===== src/rtl/slip_pkg.sv =====
package slip_pkg;
   localparam int SLIP_DEF_W       = 8;
   localparam int SLIP_DEF_GUIDES  = 4;
   localparam int SLIP_DEF_PAYLOAD = 128;

   function automatic int slip_bits(input int n);
      return (n < 2) ? 1 : $clog2(n);
   endfunction
endpackage


===== src/rtl/slip_join.sv =====
module slip_join
   import slip_pkg::*;
#(
   parameter int W = SLIP_DEF_W
) (
   input  logic [W-2:0]          prev_tail,
   input  logic [W-1:0]          cur,
   output logic [W-1:0][W-1:0]   opts
);
   for (genvar k = 0; k < W; k++) begin : g_off
      if (k == 0) begin : g_pass
         assign opts[k] = cur;
      end else begin : g_join
         assign opts[k] = {prev_tail[k-1:0], cur[W-1:k]};
      end
   end
endmodule


===== src/rtl/slip_lock.sv =====
module slip_lock
   import slip_pkg::*;
#(
   parameter int             W       = SLIP_DEF_W,
   parameter int             GUIDES  = SLIP_DEF_GUIDES,
   parameter int             PAYLOAD = SLIP_DEF_PAYLOAD,
   parameter logic [W-1:0]   GUIDE   = '1,
   parameter logic [W-1:0]   MARKER  = W'('hA9),
   parameter int             OFF_W   = slip_bits(W)
) (
   input  logic                  clk,
   input  logic                  rst_n,
   input  logic                  resync,
   input  logic                  rx_valid,
   input  logic [W-1:0][W-1:0]   opts,
   output logic                  locked,
   output logic [OFF_W-1:0]      offset,
   output logic                  aligned_valid,
   output logic [W-1:0]          aligned_byte,
   output logic                  frame_start,
   output logic                  frame_done
);
   localparam int FRAME = GUIDES + PAYLOAD;
   localparam int IDX_W = slip_bits(FRAME);
   localparam logic [IDX_W-1:0] MARK_POS  = IDX_W'(GUIDES);
   localparam logic [IDX_W-1:0] AFTER_MK  = IDX_W'(GUIDES + 1);
   localparam logic [IDX_W-1:0] LAST_POS  = IDX_W'(FRAME - 1);

   logic [W-1:0]     guide_now, guide_seen, mark_now, hit;
   logic             found;
   logic [OFF_W-1:0] pick;
   logic [IDX_W-1:0] pos;
   logic [W-1:0]     sel;

   always_comb begin
      for (int k = 0; k < W; k++) begin
         guide_now[k] = (opts[k] == GUIDE);
         mark_now[k]  = (opts[k] == MARKER);
      end
   end

   assign hit = guide_seen & mark_now;
   assign sel = opts[offset];

   // lowest qualifying offset wins
   always_comb begin
      found = 1'b0;
      pick  = '0;
      for (int k = W - 1; k >= 0; k--) begin
         if (hit[k]) begin
            found = 1'b1;
            pick  = OFF_W'(k);
         end
      end
   end

   always_ff @(posedge clk or negedge rst_n) begin
      if (!rst_n) begin
         locked        <= 1'b0;
         offset        <= '0;
         pos           <= '0;
         guide_seen    <= '0;
         aligned_valid <= 1'b0;
         aligned_byte  <= '0;
         frame_start   <= 1'b0;
         frame_done    <= 1'b0;
      end else if (resync) begin
         locked        <= 1'b0;
         offset        <= '0;
         pos           <= '0;
         guide_seen    <= '0;
         aligned_valid <= 1'b0;
         frame_start   <= 1'b0;
         frame_done    <= 1'b0;
      end else begin
         aligned_valid <= 1'b0;
         frame_start   <= 1'b0;
         frame_done    <= 1'b0;
         if (rx_valid) begin
            guide_seen <= guide_now;
            if (!locked) begin
               if (found) begin
                  locked        <= 1'b1;
                  offset        <= pick;
                  pos           <= AFTER_MK;
                  aligned_valid <= 1'b1;
                  aligned_byte  <= MARKER;
                  frame_start   <= 1'b1;
               end
            end else if (pos == MARK_POS && sel != MARKER) begin
               locked <= 1'b0;
               offset <= '0;
               pos    <= '0;
            end else begin
               aligned_valid <= 1'b1;
               aligned_byte  <= sel;
               frame_start   <= (pos == MARK_POS);
               frame_done    <= (pos == LAST_POS);
               pos           <= (pos == LAST_POS) ? '0 : pos + 1'b1;
            end
         end
      end
   end


   valid_needs_lock_chk: assert property (@(posedge clk) disable iff (!rst_n)
      aligned_valid |-> locked);

   valid_follows_rx_chk: assert property (@(posedge clk) disable iff (!rst_n)
      !$past(rx_valid) |-> !aligned_valid);

   lock_rise_start_chk: assert property (@(posedge clk) disable iff (!rst_n)
      $rose(locked) |-> frame_start);

   start_is_marker_chk: assert property (@(posedge clk) disable iff (!rst_n)
      frame_start |-> (aligned_valid && aligned_byte == MARKER));

   done_with_valid_chk: assert property (@(posedge clk) disable iff (!rst_n)
      frame_done |-> (aligned_valid && !frame_start));

   unlocked_zero_off_chk: assert property (@(posedge clk) disable iff (!rst_n)
      !locked |-> (offset == '0));
endmodule


===== src/rtl/slip_tx.sv =====
module slip_tx
   import slip_pkg::*;
#(
   parameter int W     = SLIP_DEF_W,
   parameter int OFF_W = slip_bits(W)
) (
   input  logic             clk,
   input  logic             rst_n,
   input  logic             tx_load,
   input  logic [W-1:0]     tx_byte_in,
   input  logic [OFF_W-1:0] offset,
   output logic [W-1:0]     tx_byte_out
);
   logic [W-2:0]        residual;
   logic [W-1:0][W-1:0] tx_opts;

   always_ff @(posedge clk or negedge rst_n) begin
      if (!rst_n)       residual <= '0;
      else if (tx_load) residual <= tx_byte_in[W-2:0];
   end

   slip_join #(.W(W)) u_tx_join (
      .prev_tail (residual),
      .cur       (tx_byte_in),
      .opts      (tx_opts)
   );

   assign tx_byte_out = tx_opts[offset];


   tx_zero_pass_chk: assert property (@(posedge clk) disable iff (!rst_n)
      (offset == '0) |-> (tx_byte_out == tx_byte_in));
endmodule


===== src/rtl/slip_realigner.sv =====
module slip_realigner
   import slip_pkg::*;
#(
   parameter int             W       = SLIP_DEF_W,
   parameter int             GUIDES  = SLIP_DEF_GUIDES,
   parameter int             PAYLOAD = SLIP_DEF_PAYLOAD,
   parameter logic [W-1:0]   GUIDE   = '1,
   parameter logic [W-1:0]   MARKER  = W'('hA9),
   localparam int            OFF_W   = slip_bits(W)
) (
   input  logic             clk,
   input  logic             rst_n,
   input  logic             resync,
   input  logic             rx_valid,
   input  logic [W-1:0]     rx_byte,
   input  logic             tx_load,
   input  logic [W-1:0]     tx_byte_in,
   output logic [W-1:0]     tx_byte_out,
   output logic             aligned_valid,
   output logic [W-1:0]     aligned_byte,
   output logic             locked,
   output logic [OFF_W-1:0] offset,
   output logic             frame_start,
   output logic             frame_done
);
   if (W < 2) begin : g_bad_w
      $error("slip_realigner: W must be at least 2");
   end
   if ((1 << OFF_W) != W) begin : g_bad_pow
      $error("slip_realigner: W must be a power of two");
   end
   if (GUIDES < 1) begin : g_bad_guides
      $error("slip_realigner: GUIDES must be at least 1");
   end
   if (PAYLOAD < 2) begin : g_bad_payload
      $error("slip_realigner: PAYLOAD must be at least 2");
   end
   if (MARKER == GUIDE) begin : g_bad_marker
      $error("slip_realigner: MARKER must differ from GUIDE");
   end

   logic [W-2:0]        prev_tail;
   logic [W-1:0][W-1:0] rx_opts;

   always_ff @(posedge clk or negedge rst_n) begin
      if (!rst_n)        prev_tail <= '0;
      else if (rx_valid) prev_tail <= rx_byte[W-2:0];
   end

   slip_join #(.W(W)) u_rx_join (
      .prev_tail (prev_tail),
      .cur       (rx_byte),
      .opts      (rx_opts)
   );

   slip_lock #(
      .W(W), .GUIDES(GUIDES), .PAYLOAD(PAYLOAD),
      .GUIDE(GUIDE), .MARKER(MARKER), .OFF_W(OFF_W)
   ) u_lock (
      .clk           (clk),
      .rst_n         (rst_n),
      .resync        (resync),
      .rx_valid      (rx_valid),
      .opts          (rx_opts),
      .locked        (locked),
      .offset        (offset),
      .aligned_valid (aligned_valid),
      .aligned_byte  (aligned_byte),
      .frame_start   (frame_start),
      .frame_done    (frame_done)
   );

   slip_tx #(.W(W), .OFF_W(OFF_W)) u_tx (
      .clk         (clk),
      .rst_n       (rst_n),
      .tx_load     (tx_load),
      .tx_byte_in  (tx_byte_in),
      .offset      (offset),
      .tx_byte_out (tx_byte_out)
   );
endmodule


===== config.mk =====
export PLATFORM = sky130hd
export DESIGN_NAME = slip_realigner
export DESIGN_NICKNAME = d
export VERILOG_FILES = /design/src/rtl/slip_pkg.sv /design/src/rtl/slip_join.sv /design/src/rtl/slip_lock.sv /design/src/rtl/slip_tx.sv /design/src/rtl/slip_realigner.sv
export SDC_FILE = /design/constraint.sdc
export NUM_CORES = 1
export LEC_CHECK = 0
export ABC_AREA = 0
export BUFFER_PORTS_ARGS = -buffer_cell sky130_fd_sc_hd__buf_4
export CELL_PAD_IN_SITES_DETAIL_PLACEMENT = 1
export CELL_PAD_IN_SITES_GLOBAL_PLACEMENT = 1
export CORE_MARGIN = 10
export CORE_UTILIZATION = 48
export CTS_CLUSTER_SIZE = 24
export DETAILED_ROUTE_END_ITERATION = 8
export PLACE_DENSITY_LB_ADDON = 0.1
export SLEW_MARGIN = 20
export SYNTH_ARGS = -nofsm -noshare
export SYNTH_HDL_FRONTEND = slang
export SYNTH_SLANG_ARGS = --single-unit

===== constraint.sdc =====
create_clock -name clk -period 8.15 [get_ports clk]
set_input_delay 0.4075 -clock clk [delete_from_list [all_inputs] [get_ports clk]]
set_output_delay 0.4075 -clock clk [all_outputs]
set_load 0.05 [all_outputs]

==> qor.csv, run 1 <==
metric,value,unit
crit path kind,reg -> reg,
drt via density,6.21,
adder and majority gate portion of the synthesized area,0.00803,
mux cell area share after synthesis,0.182,
worst reg2reg path depth,7,
initial antenna violation count,0,
fin cells,438,
"Setup violations, final",0,
GRT Overall Usage,0.180,
Syn Nets,356,
Pwr Density,129,mW/mm²
Final GP Congestion,0.880,
Initial DRC Count,113,
minimum clock period,3.29,ns
reg2reg end,u_lock.aligned_byte[3]$_DFFE_PN0P_,
Top Usage Layer GRT,met2,
Async SR Flop Fraction,1.00,
row count,29,
HPWL Detailed,6640,µm
Pleak,1.53,nW
share of layout cells above drive strength 1,0.255,
DR WL/cell,20.9,µm
CTS resizes,0,
P&R area growth vs syn,12.4,%
antenna diode count,0,
CP endpoint kind,flip-flop,
grt met2 use,0.303,
Nets,383,
area fraction in compound gates after synthesis,0.180,
Congestion Overflow GR,0,
Critical Path AT,3.48,ns
# H-tree levels,2,
total design power,0.453,mW
crit path buf inv count,0,
crit start category,flip-flop,
worst min path class,in -> async,
largest net degree at the start of global routing,46,
Yosys reg bits,45,
CP required,8.34,ns
status,completed,
worst skew pair latency,0.30,ns
hold bufs inserted after CTS,0,
ys flop type,dfrtp_1,
Die Ht,101,µm
synthesized area,0.00312,mm²
worst-case clock buffer depth,2,
crit-path max FO,31,
combinational family with the most area after synthesis,simple AND/OR/NAND/NOR gates,
Fmax achieved,0.304,GHz
max-slew violation count,0,
DRC,0,
met1 Resource Use GR,0.225,
met3 track utilization from global routing,0.0370,
Synth top area share,0.361,
Routed Antenna Nets,0,
Finished Cell Area,0.00350,mm²
CP Cell Sequence,nand2b_1 > o22ai_1 > a211oi_1 > o41ai_2 > a21boi_2 > or3_1 > o32a_1,
Placed Area,0.00342,mm²
RSZ-0062 raised after global routing,false,
Die Width,101,µm
initial core utilization,0.494,
postcts setup bufs,0,
final hold vios,0,
IO Count,44,
final worst slack,4.86,ns
post-route setup TNS,0,ns
Clock transition at path regs,0.09,ns
Post-synth EDFFs,0,
Tcrit/Tclk final,0.403,
r2r setup slk,4.86,ns
Post-Syn Area per Cell,9.36,µm²
CTS sink count,45,
"Largest stage delay, worst path",0.96,ns
Ys Warns,0,
die area,0.0101,mm²
distinct cell type count after synthesis,59,
top post-synthesis cells by area,"dfrtp_1, mux2_2, mux2i_1",
Setup Skew,0.00876,ns
number of port buffers,43,
maxcap violations,0,
post-synthesis simple-gate area fraction,0.212,
drt pass-1 iters,4,
first-pass GRT wire length,14900,µm
Synth Instances,333,
total CTS buffers,5,
sequential share of the synthesized area,0.361,
root buffer cell,clkbuf_8,
Yosys top cell by area,dfrtp_1,
worst r2r src,u_lock.offset[2]$_DFFE_PN0P_,
Synth Area in XOR/XNOR,0,
CP max stage cell,dfrtp_1,
post-placement cell count,430,
routed vias,2720,
Top delay family on crit path,compound AO/OA/AOI/OAI gates,
core footprint,0.00631,mm²
vias in the first global route,2900,
actual slew at the worst max-slew pin,0.939,ns
filler cell count,752,
TritonCTS clock tree,done,
slew margin rel.,0.374,
VDD IR max,0.0750,mV
WL final,9170,µm
Place WS,4.97,ns
-- metal layers --
| layer | share of wire | wire (µm) | vias to the layer above |
|---|---|---|---|
| li1 | - | - | 1289 |
| met1 | 0.46 | 4170 | 1362 |
| met2 | 0.49 | 4510 | 55 |
| met3 | 0.036 | 331 | 14 |
| met4 | 0.017 | 153 | 0 |
| met5 | 0 | 0 | - |
-- metrics by stage --
step,hold WS [ns],utilization
finish,0.104,0.555
global route,0.141,0.555
CTS,0.123,0.555
detailed placement,0.454,0.541
global placement,0.450,0.541
floorplan,0.112,-
-- logic make-up (layout without fill, tap and decap cells) --
group / count (synthesis) / after routing
mux: 49 / 49
simple gates: 120 / 120
flops: 45 / 45
compound gates: 81 / 81
buf+inv: 36 / 64
fa+ha+maj: 2 / 2
-- report_power, final --
part           internal (mW)  total, mW  switching [mW]
clock network         0.0609      0.142          0.0808
registers              0.230      0.241          0.0105
logic                 0.0296     0.0708          0.0412
total                  0.321      0.453           0.132
-- synthesized netlist by cell type, types with 4 or more instances --
library cell	instances
a211oi_1	6
a21oi_1	19
and3_1	8
buf_2	7
clkbuf_1	12
dfrtp_1	45
inv_1	9
mux2_2	24
mux2i_1	20
nand2_1	32
nand3_1	16
nor2_1	18
nor2b_1	5
nor4bb_1	7
o21ai_0	19
o22ai_1	5
o31ai_1	4
or2_2	4
-- sequential cells by signal, summed over array words and instances, names as in the netlist --
| signal | flops |
|---|---|
| u_lock.aligned_byte | 8 |
| u_lock.guide_seen | 8 |
| u_lock.pos | 8 |
| prev_tail | 7 |
| u_tx.residual | 7 |
| u_lock.offset | 3 |
| u_lock.aligned_valid | 1 |
| u_lock.frame_done | 1 |
| u_lock.frame_start | 1 |
| u_lock.locked | 1 |
-- worst max path at each step --
stage | from | endpoint | depth (start not counted)
6_report | u_lock.offset[2]$_DFFE_PN0P_ | u_lock.aligned_byte[3]$_DFFE_PN0P_ | 7
5_1_grt | u_lock.offset[2]$_DFFE_PN0P_ | u_lock.aligned_byte[3]$_DFFE_PN0P_ | 7
4_1_cts | u_lock.offset[2]$_DFFE_PN0P_ | u_lock.aligned_byte[3]$_DFFE_PN0P_ | 7
3_5_place_dp | u_lock.offset[2]$_DFFE_PN0P_ | u_lock.aligned_byte[3]$_DFFE_PN0P_ | 6
3_3_place_gp | u_lock.offset[2]$_DFFE_PN0P_ | u_lock.aligned_byte[3]$_DFFE_PN0P_ | 6
2_1_floorplan | u_lock.offset[1]$_DFFE_PN0P_ | tx_byte_out[7] | 8
-- final cells by class --
| class | instances | area, µm² | share of cell area |
|---|---|---|---|
| multi-input combinational | 252 | 1820 | 0.519 |
| sequential | 45 | 1130 | 0.322 |
| timing repair buffer | 45 | 338 | 0.0965 |
| tap | 77 | 96.3 | 0.0275 |
| clock buffer | 7 | 76.3 | 0.0218 |
| inverter | 11 | 41.3 | 0.0118 |
| clock inverter | 1 | 7.51 | 0.00214 |
-- cell usage in the layout, fill, tap and decap left out, types with 3 or more instances in the layout --
cell and n:
clkbuf_8 5, nor4bb_1 7, a22o_1 3, nor3_1 3
nand4b_1 3, inv_1 9, and3_1 8, nor2b_1 5
mux2_2 24, nor2_1 18, a211oi_1 6, and2_1 3
buf_4 45, nand2_1 32, o21ai_0 19, and4_1 3
or2_2 4, a2bb2oi_1 3, a21oi_1 19, nand2b_1 3
o22ai_1 5, nand4_1 3, nand3_1 16, o31ai_1 4
a32o_1 3, mux2i_1 20, mux4_2 3, dfrtp_1 45
Power figures use the tool's default switching activity.
==> run 2: changes to the inputs <==
- CORE_UTILIZATION: 48 -> 40
- clock period: 8.15 -> 2.9 ns (I/O delays scaled with it)
==> qor.csv, run 2 (synthesis gave the netlist of run 1 again) <==
metric,value,unit,change
"commonest non-fill, non-tap cell in the layout",buf_4,,
status,completed,,
Finished Cell Area,0.00371,mm²,+5.9%
crit path kind,reg -> reg,,
r2r setup slk,0.23,ns,-4.63 ns
Die Width,108,µm,+7.6%
P&R area growth vs syn,19.0,%,
minimum clock period,2.67,ns,-0.616 ns
routed vias,2742,,+0.81%
root buffer cell,clkbuf_8,,
GRT Overall Usage,0.163,,-0.0163
maxcap violations,0,,unchanged
slew margin rel.,0.591,,+0.217
highest metal used,met4,,
# H-tree levels,2,,unchanged
total CTS buffers,5,,unchanged
share of layout cells above drive strength 1,0.294,,+0.0396
worst skew pair latency,0.30,ns,about the same
core footprint,0.00765,mm²,+21%
Clock transition at path regs,0.09,ns,about the same
first-pass GRT wire length,15600,µm,+5.1%
total design power,1.39,mW,+210%
met1 WL,4490,µm,+7.7%
crit start category,flip-flop,,
DR WL/cell,19.6,µm,-6.4%
Placed Area,0.00354,mm²,+3.6%
max-slew violation count,0,,unchanged
Pwr Density,375,mW/mm²,+190%
Congestion Overflow GR,0,,unchanged
Final GP Congestion,0.822,,-6.6%
vias in the first global route,2931,,+1.1%
VDD IR max,0.243,mV,+220%
WL final,9380,µm,+2.4%
row count,32,,+10%
antenna diode count,0,,unchanged
largest net degree at the start of global routing,46,,unchanged
Routed Antenna Nets,0,,unchanged
Critical Path AT,2.89,ns,-0.59 ns
worst-case clock buffer depth,2,,unchanged
met3 WL,347,µm,+4.8%
Initial DRC Count,92,,-19%
crit-path max FO,13,,-58%
HPWL Detailed,6810,µm,+2.6%
RSZ-0062 raised after global routing,false,,
Largest regs,"u_lock.aligned_byte (8), u_lock.guide_seen (8), u_lock.pos (8)",,
Fmax achieved,0.374,GHz,+23%
"leading cell types in the layout, fill and taps excluded","buf_4, dfrtp_1, nand2_1, mux2_2, mux2i_1",,
post-route setup TNS,0,ns,unchanged
actual slew at the worst max-slew pin,0.614,ns,-0.326 ns
worst hold slack,0.0559,ns,-0.0485 ns
drt pass-1 iters,4,,unchanged
post-layout util,0.485,,-0.0696
drt via density,5.72,,-7.8%
CP required,3.12,ns,-5.22 ns
DRC,0,,unchanged
IO Count,44,,unchanged
CTS sink count,45,,unchanged
met2 routed WL,4430,µm,-1.7%
Pleak,1.63,nW,+6.9%
worst min path class,in -> reg,,
number of port buffers,43,,unchanged
Nets,399,,+4.2%
initial core utilization,0.408,,-0.0861
final hold vios,0,,unchanged
CP endpoint kind,flip-flop,,
initial antenna violation count,0,,unchanged
TritonCTS clock tree,done,,
Tcrit/Tclk final,0.921,,+0.518
Die Ht,108,µm,+7.6%
Setup Skew,0.00553,ns,-0.00323 ns
"Setup violations, final",0,,unchanged
die area,0.0117,mm²,+16%
run 2: changes by cell type in the layout (fill, tap and decap cells not counted), moves of 2 or more:
| cell | change |
|---|---|
| buf_4 | +15 |
| o21ai_0 | -2 |
| o21ai_1 | +2 |
| dfrtp_1 | -2 |
run 2: area by class of cell:
type / instances / area [µm²]
fill: 892 / 3940
multi-input combinational: 252 / 1830
sequential: 45 / 1130
timing repair buffer: 61 / 460
tap: 102 / 128
clock buffer: 7 / 86.3
inverter: 11 / 41.3
clock inverter: 1 / 30.0
run 2: worst paths after layout:
kind	from	endpoint	cells past startpoint
setup / recovery	u_lock.offset[1]$_DFFE_PN0P_	u_lock.pos[4]$_DFFE_PN0P_	9
hold / removal	resync	u_lock.pos[2]$_DFFE_PN0P_	2
setup reg to reg	u_lock.offset[1]$_DFFE_PN0P_	u_lock.pos[4]$_DFFE_PN0P_	9
hold reg to reg	u_lock.guide_seen[7]$_DFFE_PN0P_	u_lock.guide_seen[7]$_DFFE_PN0P_	2
max in group asynchronous	rst_n	u_lock.offset[1]$_DFFE_PN0P_	2
min in group asynchronous	rst_n	u_tx.residual[1]$_DFFE_PN0P_	2
run 2: worst max-delay path, stage by stage (launching register included):
cell	delay (ns)
dfrtp_4	0.57
buf_4	0.18
mux4_2	0.32
and2_1	0.16
nand2_1	0.11
o41ai_4	0.29
a21boi_2	0.11
or3_4	0.44
buf_4	0.17
o31ai_1	0.23
run 2: where the power goes:
| group | internal (mW) | total (mW) | switching (mW) |
|---|---|---|---|
| Combinational | 0.0882 | 0.207 | 0.118 |
| Clock | 0.281 | 0.509 | 0.227 |
| Sequential | 0.647 | 0.677 | 0.0307 |
run 2: layer usage:
| metal | GRT usage | vias to the layer above |
|---|---|---|
| met2 | 0.272 | 43 |
| li1 | - | 1321 |
| met5 | 0 | - |
| met1 | 0.217 | 1368 |
| met3 | 0.0286 | 10 |
| met4 | 0.0358 | 0 |
run 2: timing repair:
action | 4_1_cts | 5_1_grt
hold buffers | 1 | 0
setup endpoints to repair | 0 | 9
endpoints found under the hold margin | 45 | 0
buffers inserted | 0 | 3
gates resized for setup | 0 | 4
run 2: stage by stage:
stage	setup slack, ns	std cells
after floorplan	0.103	333
after global placement	0.195	467
after detailed placement	0.0934	467
after CTS	0.0732	476
after global routing	0.0361	479
final	0.229	479
